$ cat src/rtl/sar_pkg.sv
package sar_pkg;

  typedef enum logic [1:0] {
    ST_IDLE  = 2'd0,
    ST_SETUP = 2'd1,
    ST_BITS  = 2'd2,
    ST_RECOV = 2'd3
  } sar_state_e;

  localparam logic [1:0] ADDR_CTRL = 2'd0;
  localparam logic [1:0] ADDR_RHI  = 2'd2;
  localparam logic [1:0] ADDR_RLO  = 2'd3;

  localparam int unsigned CB_GO  = 0;
  localparam int unsigned CB_EN  = 1;
  localparam int unsigned CB_FMT = 2;
  localparam int unsigned CB_DIV = 3;
  localparam int unsigned CB_IRQ = 7;

endpackage

$ cat src/rtl/sar_clkdiv.sv
module sar_clkdiv #(
  parameter int unsigned SEL_W = 2
) (
  input  logic             clk,
  input  logic             rst_n,
  input  logic [SEL_W-1:0] sel,
  input  logic             restart,
  output logic             tick
);
  localparam int unsigned CNT_W = 2 ** SEL_W;

  logic [CNT_W-1:0] cnt_q, cnt_d, lim;
  logic [CNT_W:0]   one_sh;
  logic [SEL_W:0]   sh_amt;

  always_comb begin
    sh_amt = {1'b0, sel} + {{SEL_W{1'b0}}, 1'b1};
    one_sh = (CNT_W + 1)'(1) << sh_amt;
    lim    = one_sh[CNT_W-1:0] - CNT_W'(1);
    tick   = (cnt_q == lim);
  end

  always_comb begin
    cnt_d = cnt_q;
    if (restart)   cnt_d = '0;
    else if (tick) cnt_d = '0;
    else           cnt_d = cnt_q + CNT_W'(1);
  end

  always_ff @(posedge clk or negedge rst_n) begin
    if (!rst_n) cnt_q <= '0;
    else        cnt_q <= cnt_d;
  end

  AST_TICK_GAP: assert property (@(posedge clk) disable iff (!rst_n)
    tick |=> !tick) else $error("tick on consecutive cycles");

endmodule

$ cat src/rtl/sar_fsm.sv
module sar_fsm
  import sar_pkg::*;
#(
  parameter int unsigned RES_W   = 10,
  parameter int unsigned RECOV_P = 2
) (
  input  logic             clk,
  input  logic             rst_n,
  input  logic             tick,
  input  logic             kill,
  input  logic             start_req,
  input  logic             abort_req,
  input  logic             cmp,
  output logic             start_ok,
  output logic             abort_ok,
  output logic             done,
  output logic             busy,
  output logic             track,
  output logic [RES_W-1:0] dac_code,
  output logic [RES_W-1:0] code
);
  localparam int unsigned IDX_W = $clog2(RES_W);
  localparam int unsigned RC_W  = $clog2(RECOV_P + 1);

  sar_state_e       state_q, state_d;
  logic [IDX_W-1:0] idx_q, idx_d;
  logic [RES_W-1:0] sar_q, sar_d, trial;
  logic [RC_W-1:0]  rcnt_q, rcnt_d;

  always_comb begin
    busy     = (state_q == ST_SETUP) || (state_q == ST_BITS);
    track    = (state_q == ST_IDLE);
    start_ok = start_req && (state_q == ST_IDLE) && !kill;
    abort_ok = abort_req && busy && !kill;
    trial    = sar_q;
    trial[idx_q] = cmp;
    if (idx_q != '0) trial[idx_q - IDX_W'(1)] = 1'b1;
    done     = (state_q == ST_BITS) && tick && (idx_q == '0) && !abort_ok && !kill;
    code     = trial;
    dac_code = sar_q;
  end

  always_comb begin
    state_d = state_q;
    idx_d   = idx_q;
    sar_d   = sar_q;
    rcnt_d  = rcnt_q;
    if (kill) begin
      state_d = ST_IDLE;
    end else if (abort_ok) begin
      state_d = ST_RECOV;
      rcnt_d  = '0;
    end else begin
      case (state_q)
        ST_IDLE: begin
          if (start_ok) begin
            state_d = ST_SETUP;
            sar_d   = '0;
          end
        end
        ST_SETUP: begin
          if (tick) begin
            state_d = ST_BITS;
            sar_d   = {1'b1, {(RES_W-1){1'b0}}};
            idx_d   = IDX_W'(RES_W - 1);
          end
        end
        ST_BITS: begin
          if (tick) begin
            sar_d = trial;
            if (idx_q == '0) state_d = ST_IDLE;
            else             idx_d   = idx_q - IDX_W'(1);
          end
        end
        ST_RECOV: begin
          if (tick) begin
            if (rcnt_q == RC_W'(RECOV_P - 1)) state_d = ST_IDLE;
            else                              rcnt_d  = rcnt_q + RC_W'(1);
          end
        end
        default: state_d = ST_IDLE;
      endcase
    end
  end

  always_ff @(posedge clk or negedge rst_n) begin
    if (!rst_n) begin
      state_q <= ST_IDLE;
      idx_q   <= '0;
      sar_q   <= '0;
      rcnt_q  <= '0;
    end else begin
      state_q <= state_d;
      idx_q   <= idx_d;
      sar_q   <= sar_d;
      rcnt_q  <= rcnt_d;
    end
  end

  AST_START_OPENS_HOLD: assert property (@(posedge clk) disable iff (!rst_n)
    start_ok |=> (busy && !track)) else $error("start did not open hold");
  AST_STEP_ON_TICK: assert property (@(posedge clk) disable iff (!rst_n)
    (!tick && !kill && !abort_ok && !start_ok) |=> $stable(sar_q)) else $error("step without tick");
  AST_DONE_RELEASES: assert property (@(posedge clk) disable iff (!rst_n)
    done |=> (track && !busy)) else $error("completion left busy");
  AST_ABORT_RECOVERS: assert property (@(posedge clk) disable iff (!rst_n)
    abort_ok |=> (!busy && !track)) else $error("abort did not enter recovery");
  AST_KILL_IDLE: assert property (@(posedge clk) disable iff (!rst_n)
    kill |=> !busy) else $error("busy while disabled");

endmodule

$ cat src/rtl/sar_regs.sv
module sar_regs
  import sar_pkg::*;
#(
  parameter int unsigned RES_W  = 10,
  parameter int unsigned BYTE_W = 8,
  parameter int unsigned DIV_W  = 2
) (
  input  logic              clk,
  input  logic              rst_n,
  input  logic              wr_en,
  input  logic [1:0]        addr,
  input  logic [BYTE_W-1:0] wdata,
  output logic [BYTE_W-1:0] rdata,
  input  logic              busy,
  input  logic              done,
  input  logic              abort_ok,
  input  logic [RES_W-1:0]  code,
  output logic              en_q,
  output logic [DIV_W-1:0]  div_q,
  output logic              irq_q,
  output logic              start_req,
  output logic              abort_req
);
  localparam int unsigned RES_PAIR_W = 2 * BYTE_W;
  localparam int unsigned PAD        = RES_PAIR_W - RES_W;

  logic                  fmt_q, fmt_d, en_d, irq_d, ctrl_wr;
  logic [DIV_W-1:0]      div_d;
  logic [RES_PAIR_W-1:0] res_q, res_d, just;
  logic                  unused_wbits;

  assign unused_wbits = ^wdata;

  always_comb begin
    ctrl_wr   = wr_en && (addr == ADDR_CTRL);
    start_req = ctrl_wr && wdata[CB_GO] && wdata[CB_EN] && en_q;
    abort_req = ctrl_wr && !wdata[CB_GO];
    if (fmt_q) just = {{PAD{1'b0}}, code};
    else       just = {code, {PAD{1'b0}}};
  end

  always_comb begin
    en_d  = ctrl_wr ? wdata[CB_EN]  : en_q;
    fmt_d = ctrl_wr ? wdata[CB_FMT] : fmt_q;
    div_d = ctrl_wr ? wdata[CB_DIV +: DIV_W] : div_q;
    if (done)                         irq_d = 1'b1;
    else if (ctrl_wr && !wdata[CB_IRQ]) irq_d = 1'b0;
    else                              irq_d = irq_q;
    res_d = res_q;
    if (done) begin
      res_d = just;
    end else if (wr_en && !en_q) begin
      if (addr == ADDR_RHI) res_d[RES_PAIR_W-1:BYTE_W] = wdata;
      if (addr == ADDR_RLO) res_d[BYTE_W-1:0]          = wdata;
    end
  end

  always_ff @(posedge clk or negedge rst_n) begin
    if (!rst_n) begin
      en_q  <= 1'b0;
      fmt_q <= 1'b0;
      div_q <= '0;
      irq_q <= 1'b0;
      res_q <= '0;
    end else begin
      en_q  <= en_d;
      fmt_q <= fmt_d;
      div_q <= div_d;
      irq_q <= irq_d;
      res_q <= res_d;
    end
  end

  always_comb begin
    rdata = '0;
    case (addr)
      ADDR_CTRL: begin
        rdata[CB_GO]            = busy;
        rdata[CB_EN]            = en_q;
        rdata[CB_FMT]           = fmt_q;
        rdata[CB_DIV +: DIV_W]  = div_q;
        rdata[CB_IRQ]           = irq_q;
      end
      ADDR_RHI: rdata = res_q[RES_PAIR_W-1:BYTE_W];
      ADDR_RLO: rdata = res_q[BYTE_W-1:0];
      default:  rdata = '0;
    endcase
  end

  AST_ABORT_KEEPS_RESULT: assert property (@(posedge clk) disable iff (!rst_n)
    abort_ok |=> $stable(res_q)) else $error("abort touched result");
  AST_RESULT_LOCKED: assert property (@(posedge clk) disable iff (!rst_n)
    (wr_en && en_q && (addr != ADDR_CTRL) && !done) |=> $stable(res_q)) else $error("result written while enabled");
  AST_DONE_SETS_FLAG: assert property (@(posedge clk) disable iff (!rst_n)
    done |=> irq_q) else $error("flag not set on completion");

endmodule

$ cat src/rtl/sar_seq_top.sv
module sar_seq_top
  import sar_pkg::*;
#(
  parameter int unsigned RES_W   = 10,
  parameter int unsigned BYTE_W  = 8,
  parameter int unsigned DIV_W   = 2,
  parameter int unsigned RECOV_P = 2
) (
  input  logic              clk,
  input  logic              rst_n,
  input  logic              reg_wr,
  input  logic [1:0]        reg_addr,
  input  logic [BYTE_W-1:0] reg_wdata,
  output logic [BYTE_W-1:0] reg_rdata,
  input  logic              cmp_hi,
  output logic [RES_W-1:0]  dac_code,
  output logic              sh_track,
  output logic              irq
);
  logic             rst_s1, rst_sn;
  logic             tick, start_req, abort_req, start_ok, abort_ok;
  logic             done, busy, en_q, irq_q;
  logic [DIV_W-1:0] div_q;
  logic [RES_W-1:0] code;

  always_ff @(posedge clk or negedge rst_n) begin
    if (!rst_n) begin
      rst_s1 <= 1'b0;
      rst_sn <= 1'b0;
    end else begin
      rst_s1 <= 1'b1;
      rst_sn <= rst_s1;
    end
  end

  sar_clkdiv #(.SEL_W(DIV_W)) u_div (
    .clk     (clk),
    .rst_n   (rst_sn),
    .sel     (div_q),
    .restart (start_ok || abort_ok),
    .tick    (tick)
  );

  sar_fsm #(.RES_W(RES_W), .RECOV_P(RECOV_P)) u_fsm (
    .clk       (clk),
    .rst_n     (rst_sn),
    .tick      (tick),
    .kill      (!en_q),
    .start_req (start_req),
    .abort_req (abort_req),
    .cmp       (cmp_hi),
    .start_ok  (start_ok),
    .abort_ok  (abort_ok),
    .done      (done),
    .busy      (busy),
    .track     (sh_track),
    .dac_code  (dac_code),
    .code      (code)
  );

  sar_regs #(.RES_W(RES_W), .BYTE_W(BYTE_W), .DIV_W(DIV_W)) u_regs (
    .clk       (clk),
    .rst_n     (rst_sn),
    .wr_en     (reg_wr),
    .addr      (reg_addr),
    .wdata     (reg_wdata),
    .rdata     (reg_rdata),
    .busy      (busy),
    .done      (done),
    .abort_ok  (abort_ok),
    .code      (code),
    .en_q      (en_q),
    .div_q     (div_q),
    .irq_q     (irq_q),
    .start_req (start_req),
    .abort_req (abort_req)
  );

  assign irq = irq_q;

endmodule

$ cat config.mk
export PLATFORM = sky130hd
export DESIGN_NAME = sar_seq_top
export DESIGN_NICKNAME = d
export VERILOG_FILES = /design/src/rtl/sar_pkg.sv /design/src/rtl/sar_clkdiv.sv /design/src/rtl/sar_fsm.sv /design/src/rtl/sar_regs.sv /design/src/rtl/sar_seq_top.sv
export SDC_FILE = /design/constraint.sdc
export NUM_CORES = 1
export LEC_CHECK = 0
export BUFFER_PORTS_ARGS = -buffer_cell sky130_fd_sc_hd__buf_2
export CAP_MARGIN = 10
export CORE_ASPECT_RATIO = 0.6
export CORE_UTILIZATION = 40
export CTS_CLUSTER_SIZE = 10
export DETAILED_ROUTE_END_ITERATION = 10
export PLACE_DENSITY = 0.58
export SLEW_MARGIN = 20
export SYNTH_ARGS = -nofsm -noshare
export SYNTH_HDL_FRONTEND = slang
export SYNTH_SLANG_ARGS = --single-unit
$ cat constraint.sdc
create_clock -name clk -period 4.1 [get_ports clk]
set_clock_uncertainty 0.05 [all_clocks]
set_input_delay 0 -clock clk [delete_from_list [all_inputs] [get_ports clk]]
set_output_delay 0 -clock clk [all_outputs]
set_load 0.005 [all_outputs]
==> results of run 1 <==
[synth_stat cells, drive strengths merged, types with 7 or more instances]
master	count
a21oi	21
ha	13
nand2	32
mux2	18
o21ai	17
inv	14
nand3	7
nor2	16
clkbuf	10
o31ai	13
dfrtp	45
a22o	7
mux2i	20
buf	7
[worst max-delay path, delay by kind of cell (launching register included)]
family / cells / cell delay (ns)
flip-flops: 1 / 0.53
adder cells (fa/ha/maj): 1 / 0.33
AND/OR/NAND/NOR: 2 / 0.46
buffers and inverters: 1 / 0.11
AO/OA/AOI/OAI: 3 / 0.96
[cell families (layout without fill, tap and decap cells)]
group	after synthesis	count (layout)	share of synthesized area
AND/OR/NAND/NOR	94	94	0.168
AO/OA/AOI/OAI	78	78	0.196
flip-flops	45	45	0.386
multiplexers	38	38	0.138
buffers and inverters	31	66	0.0429
adder cells (fa/ha/maj)	13	13	0.0558
XOR/XNOR	4	4	0.0120
other	1	1	0.00129
[cell type report]
class                   instances  share of cell area
flip-flops and latches         45               0.331
inverters                      14              0.0155
well taps                      87              0.0320
clock inverters                 3              0.0136
multi-input cells             228               0.492
repair buffers                 44              0.0787
clock buffers                   5              0.0368
[routing by layer]
| layer | part of all wire | vias up | GRT usage |
|---|---|---|---|
| li1 | - | 1160 | - |
| met1 | 0.53 | 1146 | 0.319 |
| met2 | 0.40 | 80 | 0.289 |
| met3 | 0.060 | 10 | 0.0443 |
| met4 | 0.011 | 0 | 0.0633 |
| met5 | 0 | - | 0 |
[worst paths after layout]
| kind | endpoint | slack [ns] | cells after the start |
|---|---|---|---|
| worst max register to register | u_fsm.idx_q[2]$_DFFE_PN0P_ | 1.54 | 7 |
| worst min-delay path | u_regs.res_q[14]$_DFFE_PN0P_ | 0.03 | 4 |
| min in group asynchronous | u_fsm.dac_code[7]$_DFFE_PN0P_ | 0.37 | 0 |
| worst max-delay path | u_fsm.idx_q[2]$_DFFE_PN0P_ | 1.54 | 7 |
| max in group asynchronous | u_fsm.idx_q[0]$_DFFE_PN0P_ | 3.02 | 0 |
| worst min register to register | rst_sn$_DFF_PN0_ | 0.30 | 0 |
[per-stage QoR]
step / std cells / hold slack (ns) / total power (W)
2_1_floorplan: 304 / -0.346 / 0.00107
3_3_place_gp: 410 / -0.264 / 0.00123
3_5_place_dp: 410 / -0.263 / 0.00124
4_1_cts: 426 / 0.0234 / 0.00172
5_1_grt: 426 / 0.0566 / 0.00183
6_report: 426 / 0.0308 / 0.00172
[power by group through the flow]
| stage | clock (W) | combinational, W | sequential [W] |
|---|---|---|---|
| CTS | 0.000481 | 0.000574 | 0.000667 |
| finish | 0.000471 | 0.000580 | 0.000670 |
| global route | 0.000500 | 0.000639 | 0.000686 |
| detailed placement | 0 | 0.000562 | 0.000675 |
| global placement | 0 | 0.000558 | 0.000671 |
| floorplan | 0 | 0.000446 | 0.000625 |
[timing repair]
action / 4_1_cts / 5_1_grt
endpoints found under the hold margin: 11 / 0
hold buffers: 8 / 0
resized for setup: 0 / 0
setup buffers: 0 / 0
[sequential cells by signal, summed over array words and instances (netlist names)]
signal	count
u_fsm.rcnt_q	2
u_regs.fmt_q	1
u_regs.div_q	2
u_regs.res_q	16
u_regs.irq_q	1
rst_s1	1
u_div.cnt_q	4
u_fsm.state_q	2
u_fsm.idx_q	4
rst_sn	1
u_regs.en_q	1
u_fsm.dac_code	10
==> impl_metrics.prom, run 1 <==
# TYPE chip_impl_metric gauge
chip_impl_info{name="status",value="complete, but fails checks"} 1
chip_impl_info{name="failing_checks",value="DRC"} 1
chip_impl_info{name="clock-root-buffer",value="sky130_fd_sc_hd__clkbuf_16"} 1
chip_impl_info{name="worstSetupPathType",value="flip-flop to flip-flop"} 1
chip_impl_metric{name="syn-instance-count",unit=""} 304
chip_impl_metric{name="worstSkewPairLatency",unit="ns"} 0.30
chip_impl_metric{name="critical_path_required",unit="ns"} 4.23
chip_impl_metric{name="timing_max_transition_violations_final",unit=""} 0
chip_impl_metric{name="grt_pass1_wl",unit="um"} 12000
chip_impl_metric{name="wl",unit="um"} 7400
chip_impl_metric{name="cell_internal_pwr",unit="W"} 0.00109
chip_impl_metric{name="core-area",unit="mm2"} 0.00685
chip_impl_metric{name="syn-mean-instance-area",unit="um2"} 9.59
chip_impl_info{name="synth.largest_area_cell",value="sky130_fd_sc_hd__dfrtp_1"} 1
chip_impl_metric{name="place.port_buffers",unit=""} 33
chip_impl_metric{name="fin_crit_sh",unit=""} 0.624
chip_impl_info{name="startpoint",value="u_fsm.idx_q[0]$_DFFE_PN0P_"} 1
chip_impl_metric{name="maxSlewHeadroom",unit=""} 0.354
chip_impl_metric{name="leakage",unit="nW"} 1.54
chip_impl_metric{name="drc",unit=""} 4
chip_impl_info{name="crit_path_start_kind",value="flip-flop"} 1
chip_impl_metric{name="cts_inserted_buffers",unit=""} 5
chip_impl_info{name="final_common_cell",value="sky130_fd_sc_hd__dfrtp_1"} 1
chip_impl_metric{name="ys_async_sr_fraction",unit=""} 1.00
chip_impl_metric{name="critical_path_arrival",unit="ns"} 2.69
chip_impl_metric{name="power.share.combinational",unit=""} 0.337
chip_impl_info{name="commonest_cells_after_routing_fill_and_taps_aside",value="sky130_fd_sc_hd__dfrtp_1, sky130_fd_sc_hd__buf_2, sky130_fd_sc_hd__nand2_1"} 1
chip_impl_info{name="critical_path.endpoint_type",value="flip-flop"} 1
chip_impl_metric{name="dp_hpwl",unit="um"} 5260
chip_impl_metric{name="grt_pass1_vias",unit=""} 2211
chip_impl_metric{name="netlist.area_leader.share",unit=""} 0.386
chip_impl_metric{name="count_of_endpoints_failing_hold_in_the_final_timing_report",unit=""} 0
chip_impl_metric{name="final_layout_size_suffix_gt1_frac",unit=""} 0.233
chip_impl_metric{name="crit_path_max_incr_delay",unit="ns"} 0.53
chip_impl_metric{name="wire_per_inst",unit="um"} 17.4
chip_impl_metric{name="htree_depth",unit=""} 2
chip_impl_metric{name="post_synth_num_cell_types",unit=""} 51
chip_impl_metric{name="fillerInstances",unit=""} 641
chip_impl_info{name="synthFlopType",value="sky130_fd_sc_hd__dfrtp_1"} 1
chip_impl_metric{name="routabilityCongestion",unit=""} 0.868
chip_impl_metric{name="final-seq-area",unit="mm2"} 0.00113
chip_impl_metric{name="power_switching_share",unit=""} 0.365
chip_impl_metric{name="drt-pass1-iter-count",unit=""} 8
chip_impl_metric{name="fp.dieH",unit="um"} 68.1
chip_impl_metric{name="postRouteAntennaNets",unit=""} 0
chip_impl_metric{name="maximum_number_of_pins_on_one_net_before_global_route_repair",unit=""} 44
chip_impl_metric{name="max_cap_viol_count",unit=""} 0
chip_impl_metric{name="final-setup-viol-count",unit=""} 0
chip_impl_metric{name="final_core_util",unit=""} 0.497
chip_impl_info{name="cts_tree",value="done"} 1
chip_impl_metric{name="syn_nets",unit=""} 331
chip_impl_metric{name="clock_sink_count",unit=""} 45
chip_impl_metric{name="area_after_dpl",unit="mm2"} 0.00315
chip_impl_metric{name="routed_via_density",unit=""} 5.62
chip_impl_metric{name="multiInputGateArea",unit="mm2"} 0.00167
chip_impl_metric{name="setup-tns-final",unit="ns"} 0
chip_impl_metric{name="grt_use_total",unit=""} 0.209
chip_impl_metric{name="syn2layout_area_growth",unit="%"} 16.6
chip_impl_metric{name="drt-initial-drc-count",unit=""} 164
chip_impl_metric{name="timing.final.ws_setup",unit="ns"} 1.54
chip_impl_metric{name="clock_transition_at_the_register_clock_pins_on_the_worst_setup_and_hold_paths_after_cts",unit="ns"} 0.06
chip_impl_info{name="hold_class",value="input port to flip-flop"} 1
chip_impl_info{name="crit_chain",value="inv_1, ha_1, nor3b_1, and2_1, a2111oi_2, o211ai_1, a22o_1"} 1
chip_impl_info{name="min-delay-start",value="reg_wdata[6]"} 1
chip_impl_metric{name="nets",unit=""} 365
chip_impl_metric{name="routed-via-count",unit=""} 2396
chip_impl_metric{name="yosysWarnings",unit=""} 0
chip_impl_metric{name="num_rows",unit=""} 23
chip_impl_info{name="synth_top_cells_by_area",value="sky130_fd_sc_hd__dfrtp_1, sky130_fd_sc_hd__mux2_2, sky130_fd_sc_hd__mux2i_1"} 1
chip_impl_metric{name="power_density",unit="mW/mm2"} 506
chip_impl_metric{name="critPathMaxFanout",unit=""} 11
chip_impl_info{name="rsz_0062_raised_after_global_routing",value="false"} 1
chip_impl_metric{name="antenna_cells",unit=""} 0
chip_impl_metric{name="power.share.clock",unit=""} 0.274
chip_impl_metric{name="synth_edf_count",unit=""} 0
chip_impl_metric{name="worst_slew_pin_slew",unit="ns"} 0.969
chip_impl_metric{name="ys_seq_elements",unit=""} 45
chip_impl_metric{name="placement.setup.worst_slack",unit="ns"} 1.62
chip_impl_metric{name="netlist_area",unit="mm2"} 0.00292
chip_impl_info{name="critical_path.reg2reg.startpoint",value="u_fsm.idx_q[0]$_DFFE_PN0P_"} 1
chip_impl_metric{name="pwr-share-seq",unit=""} 0.389
chip_impl_info{name="worst_path_max_delay_cell",value="sky130_fd_sc_hd__dfrtp_1"} 1
chip_impl_metric{name="design.die.area",unit="mm2"} 0.00765
chip_impl_metric{name="post-route-min-period",unit="ns"} 2.56
chip_impl_metric{name="post_synthesis_sequential_area_ratio",unit=""} 0.386
chip_impl_metric{name="die_w",unit="um"} 112
chip_impl_metric{name="irDropWorstVdd",unit="uV"} 181
chip_impl_metric{name="antenna_found_initial",unit=""} 0
chip_impl_metric{name="clock_tree.buffer_depth",unit=""} 2
chip_impl_metric{name="timing.fmax",unit="GHz"} 0.391
chip_impl_metric{name="ios",unit=""} 34
chip_impl_metric{name="initial_core_util",unit=""} 0.426
chip_impl_metric{name="power.net_switching",unit="W"} 0.000628
chip_impl_metric{name="grt.overflow.total",unit=""} 0
chip_impl_metric{name="finalInstanceArea",unit="mm2"} 0.00340
No activity file was read; power rests on OpenSTA's default activity.
==> inputs of run 2 (changes only) <==
--- a/config.mk
+++ b/config.mk
@@ -11,7 +11,7 @@
 export CORE_UTILIZATION = 40
 export CTS_CLUSTER_SIZE = 10
 export DETAILED_ROUTE_END_ITERATION = 10
-export PLACE_DENSITY = 0.58
+export PLACE_DENSITY = 0.6
 export SLEW_MARGIN = 20
 export SYNTH_ARGS = -nofsm -noshare
 export SYNTH_HDL_FRONTEND = slang
==> constraint.sdc (replaced) <==
create_clock -name clk -period 2.1 [get_ports clk]
set_clock_uncertainty 0.05 [all_clocks]
set_input_delay 0 -clock clk [delete_from_list [all_inputs] [get_ports clk]]
set_output_delay 0 -clock clk [all_outputs]
set_load 0.005 [all_outputs]
==> impl_metrics.prom, run 2 (synthesis results as in run 1) <==
# TYPE chip_impl_metric gauge
chip_impl_info{name="status",value="complete, but fails checks"} 1
chip_impl_info{name="failing_checks",value="DRC, setup timing"} 1
chip_impl_metric{name="hold_slack",unit="ns"} 0.0238
chip_impl_metric{name="worstSkewPairLatency",unit="ns"} 0.30
chip_impl_info{name="worstSetupPathType",value="flip-flop to flip-flop"} 1
chip_impl_metric{name="grt_pass1_vias",unit=""} 2354
chip_impl_info{name="hold_class",value="input port to flip-flop"} 1
chip_impl_metric{name="fin_crit_sh",unit=""} 1.00
chip_impl_metric{name="grt_pass1_wl",unit="um"} 12600
chip_impl_metric{name="final_core_util",unit=""} 0.574
chip_impl_metric{name="clock_tree.buffer_depth",unit=""} 2
chip_impl_metric{name="timing.final.ws_setup",unit="ns"} -0.00325
chip_impl_metric{name="grt_use_total",unit=""} 0.222
chip_impl_metric{name="area_after_dpl",unit="mm2"} 0.00338
chip_impl_metric{name="dp_hpwl",unit="um"} 5820
chip_impl_metric{name="irDropWorstVdd",unit="uV"} 369
chip_impl_metric{name="antenna_cells",unit=""} 0
chip_impl_metric{name="leakage",unit="nW"} 1.77
chip_impl_metric{name="core-area",unit="mm2"} 0.00685
chip_impl_metric{name="syn2layout_area_growth",unit="%"} 34.7
chip_impl_metric{name="finalInstanceArea",unit="mm2"} 0.00393
chip_impl_metric{name="postRouteAntennaNets",unit=""} 0
chip_impl_metric{name="htree_depth",unit=""} 2
chip_impl_metric{name="critical_path_required",unit="ns"} 2.22
chip_impl_info{name="rsz_0062_raised_after_global_routing",value="true"} 1
chip_impl_metric{name="place.port_buffers",unit=""} 33
chip_impl_info{name="critical_path.reg2reg.startpoint",value="u_div.cnt_q[1]$_DFF_PN0_"} 1
chip_impl_metric{name="final-setup-viol-count",unit=""} 2
chip_impl_metric{name="drc",unit=""} 5
chip_impl_info{name="min-delay-start",value="reg_wdata[6]"} 1
chip_impl_metric{name="grt.overflow.total",unit=""} 0
chip_impl_metric{name="worst_slew_pin_slew",unit="ns"} 0.679
chip_impl_metric{name="fp.dieH",unit="um"} 68.1
chip_impl_metric{name="antenna_found_initial",unit=""} 0
chip_impl_info{name="final_common_cell",value="sky130_fd_sc_hd__dfrtp_1"} 1
chip_impl_info{name="commonest_cells_after_routing_fill_and_taps_aside",value="sky130_fd_sc_hd__dfrtp_1, sky130_fd_sc_hd__buf_2, sky130_fd_sc_hd__buf_4"} 1
chip_impl_metric{name="wl",unit="um"} 8270
chip_impl_metric{name="design.die.area",unit="mm2"} 0.00765
chip_impl_metric{name="number_of_flip_flops_under_the_largest_register_name",unit=""} 16
chip_impl_metric{name="clock_transition_at_the_register_clock_pins_on_the_worst_setup_and_hold_paths_after_cts",unit="ns"} 0.06
chip_impl_metric{name="timing_max_transition_violations_final",unit=""} 0
chip_impl_metric{name="clock_sink_count",unit=""} 45
chip_impl_info{name="largest_register",value="u_regs.res_q"} 1
chip_impl_info{name="clock-root-buffer",value="sky130_fd_sc_hd__clkbuf_16"} 1
chip_impl_info{name="cts_tree",value="done"} 1
chip_impl_metric{name="num_rows",unit=""} 23
chip_impl_metric{name="cts_inserted_buffers",unit=""} 5
chip_impl_metric{name="drt-initial-drc-count",unit=""} 96
chip_impl_metric{name="maxSlewHeadroom",unit=""} 0.547
chip_impl_info{name="crit_path_start_kind",value="flip-flop"} 1
chip_impl_metric{name="final_layout_size_suffix_gt1_frac",unit=""} 0.372
chip_impl_metric{name="maximum_number_of_pins_on_one_net_before_global_route_repair",unit=""} 34
chip_impl_metric{name="die_w",unit="um"} 112
chip_impl_metric{name="initial_core_util",unit=""} 0.426
chip_impl_metric{name="max_cap_viol_count",unit=""} 0
chip_impl_metric{name="count_of_endpoints_failing_hold_in_the_final_timing_report",unit=""} 0
chip_impl_metric{name="ios",unit=""} 34
chip_impl_metric{name="critPathMaxFanout",unit=""} 8
chip_impl_metric{name="layout.cells.non_filler",unit=""} 458
chip_impl_metric{name="routed-via-count",unit=""} 2559
chip_impl_metric{name="timing.fmax",unit="GHz"} 0.475
chip_impl_metric{name="critical_path_arrival",unit="ns"} 2.22
chip_impl_metric{name="nets",unit=""} 397
chip_impl_info{name="critical_path.endpoint_type",value="flip-flop"} 1
chip_impl_metric{name="total_power",unit="W"} 0.00374
chip_impl_metric{name="power_density",unit="mW/mm2"} 952
chip_impl_metric{name="routed_via_density",unit=""} 5.59
chip_impl_metric{name="dpl.cell_count",unit=""} 434
chip_impl_info{name="startpoint",value="u_div.cnt_q[1]$_DFF_PN0_"} 1
chip_impl_metric{name="routabilityCongestion",unit=""} 0.888
chip_impl_metric{name="post-route-min-period",unit="ns"} 2.10
chip_impl_metric{name="drt-pass1-iter-count",unit=""} 7
chip_impl_metric{name="wire_per_inst",unit="um"} 18.1
[run 2: changes by cell type in the layout (fill, tap and decap cells not counted), moves of 4 or more]
cell,previous run,this run
sky130_fd_sc_hd__buf_4,3,28
sky130_fd_sc_hd__a21oi_1,21,13
sky130_fd_sc_hd__a21oi_2,0,7
sky130_fd_sc_hd__nand2_1,32,27
sky130_fd_sc_hd__o31ai_1,8,3
sky130_fd_sc_hd__clkbuf_16,5,9
[run 2: timing repair]
| item | 4_1_cts | 5_1_grt |
|---|---|---|
| resized for setup | 3 | 36 |
| endpoints found under the hold margin | 10 | 0 |
| setup buffers | 2 | 2 |
| setup endpoints to repair | 21 | 32 |
| hold buffers | 8 | 0 |
| pin swaps | 1 | 7 |
| cloned | 0 | 4 |
[run 2: worst paths after layout]
path	to	slack, ns	cells after the start
worst max-delay path	u_regs.res_q[13]$_DFFE_PN0P_	-0.003	7
worst min-delay path	u_regs.res_q[14]$_DFFE_PN0P_	0.02	4
worst max register to register	u_regs.res_q[13]$_DFFE_PN0P_	-0.003	7
worst min register to register	u_fsm.dac_code[7]$_DFFE_PN0P_	0.26	0
max in group asynchronous	u_fsm.idx_q[0]$_DFFE_PN0P_	1.09	1
min in group asynchronous	u_fsm.dac_code[7]$_DFFE_PN0P_	0.26	0
[run 2: worst max-delay path, stage by stage, from the launching register on]
cell                        delay [ns]
sky130_fd_sc_hd__dfrtp_1          0.39
sky130_fd_sc_hd__or3b_4           0.41
sky130_fd_sc_hd__a2111oi_4        0.31
sky130_fd_sc_hd__buf_6            0.18
sky130_fd_sc_hd__o2111ai_4        0.21
sky130_fd_sc_hd__clkbuf_16        0.26
sky130_fd_sc_hd__nand2_1          0.10
sky130_fd_sc_hd__o31ai_4          0.07
[run 2: cell type report]
class / count / area [um2]
clock buffer: 6 / 129
clock inverter: 2 / 38.8
fill: 595 / 2920
inverter: 14 / 52.6
multi-input combinational: 228 / 1860
sequential: 45 / 1130
tap: 87 / 109
timing repair buffer: 76 / 607
[run 2: report_power, final]
group	switching, W	internal (W)	total [W]
logic	0.000854	0.000752	0.00161
clock network	0.000351	0.000564	0.000916
registers	0.000162	0.00105	0.00122
total	0.00137	0.00237	0.00374
[run 2: through the flow]
stage	setup slack (ns)	TNS, ns
5_1_grt	-0.0903	-0.841
2_1_floorplan	0.0260	0
3_5_place_dp	-0.0556	-0.268
4_1_cts	0.00946	0
6_report	-0.00325	-0.00474
3_3_place_gp	-0.0294	-0.0584
[run 2: routing by layer]
| layer | up-vias | routed length (um) | GRT usage |
|---|---|---|---|
| met4 | 0 | 102 | 0.0733 |
| met1 | 1244 | 4260 | 0.333 |
| met5 | - | 0 | 0 |
| met2 | 75 | 3300 | 0.310 |
| li1 | 1230 | - | - |
| met3 | 10 | 613 | 0.0505 |
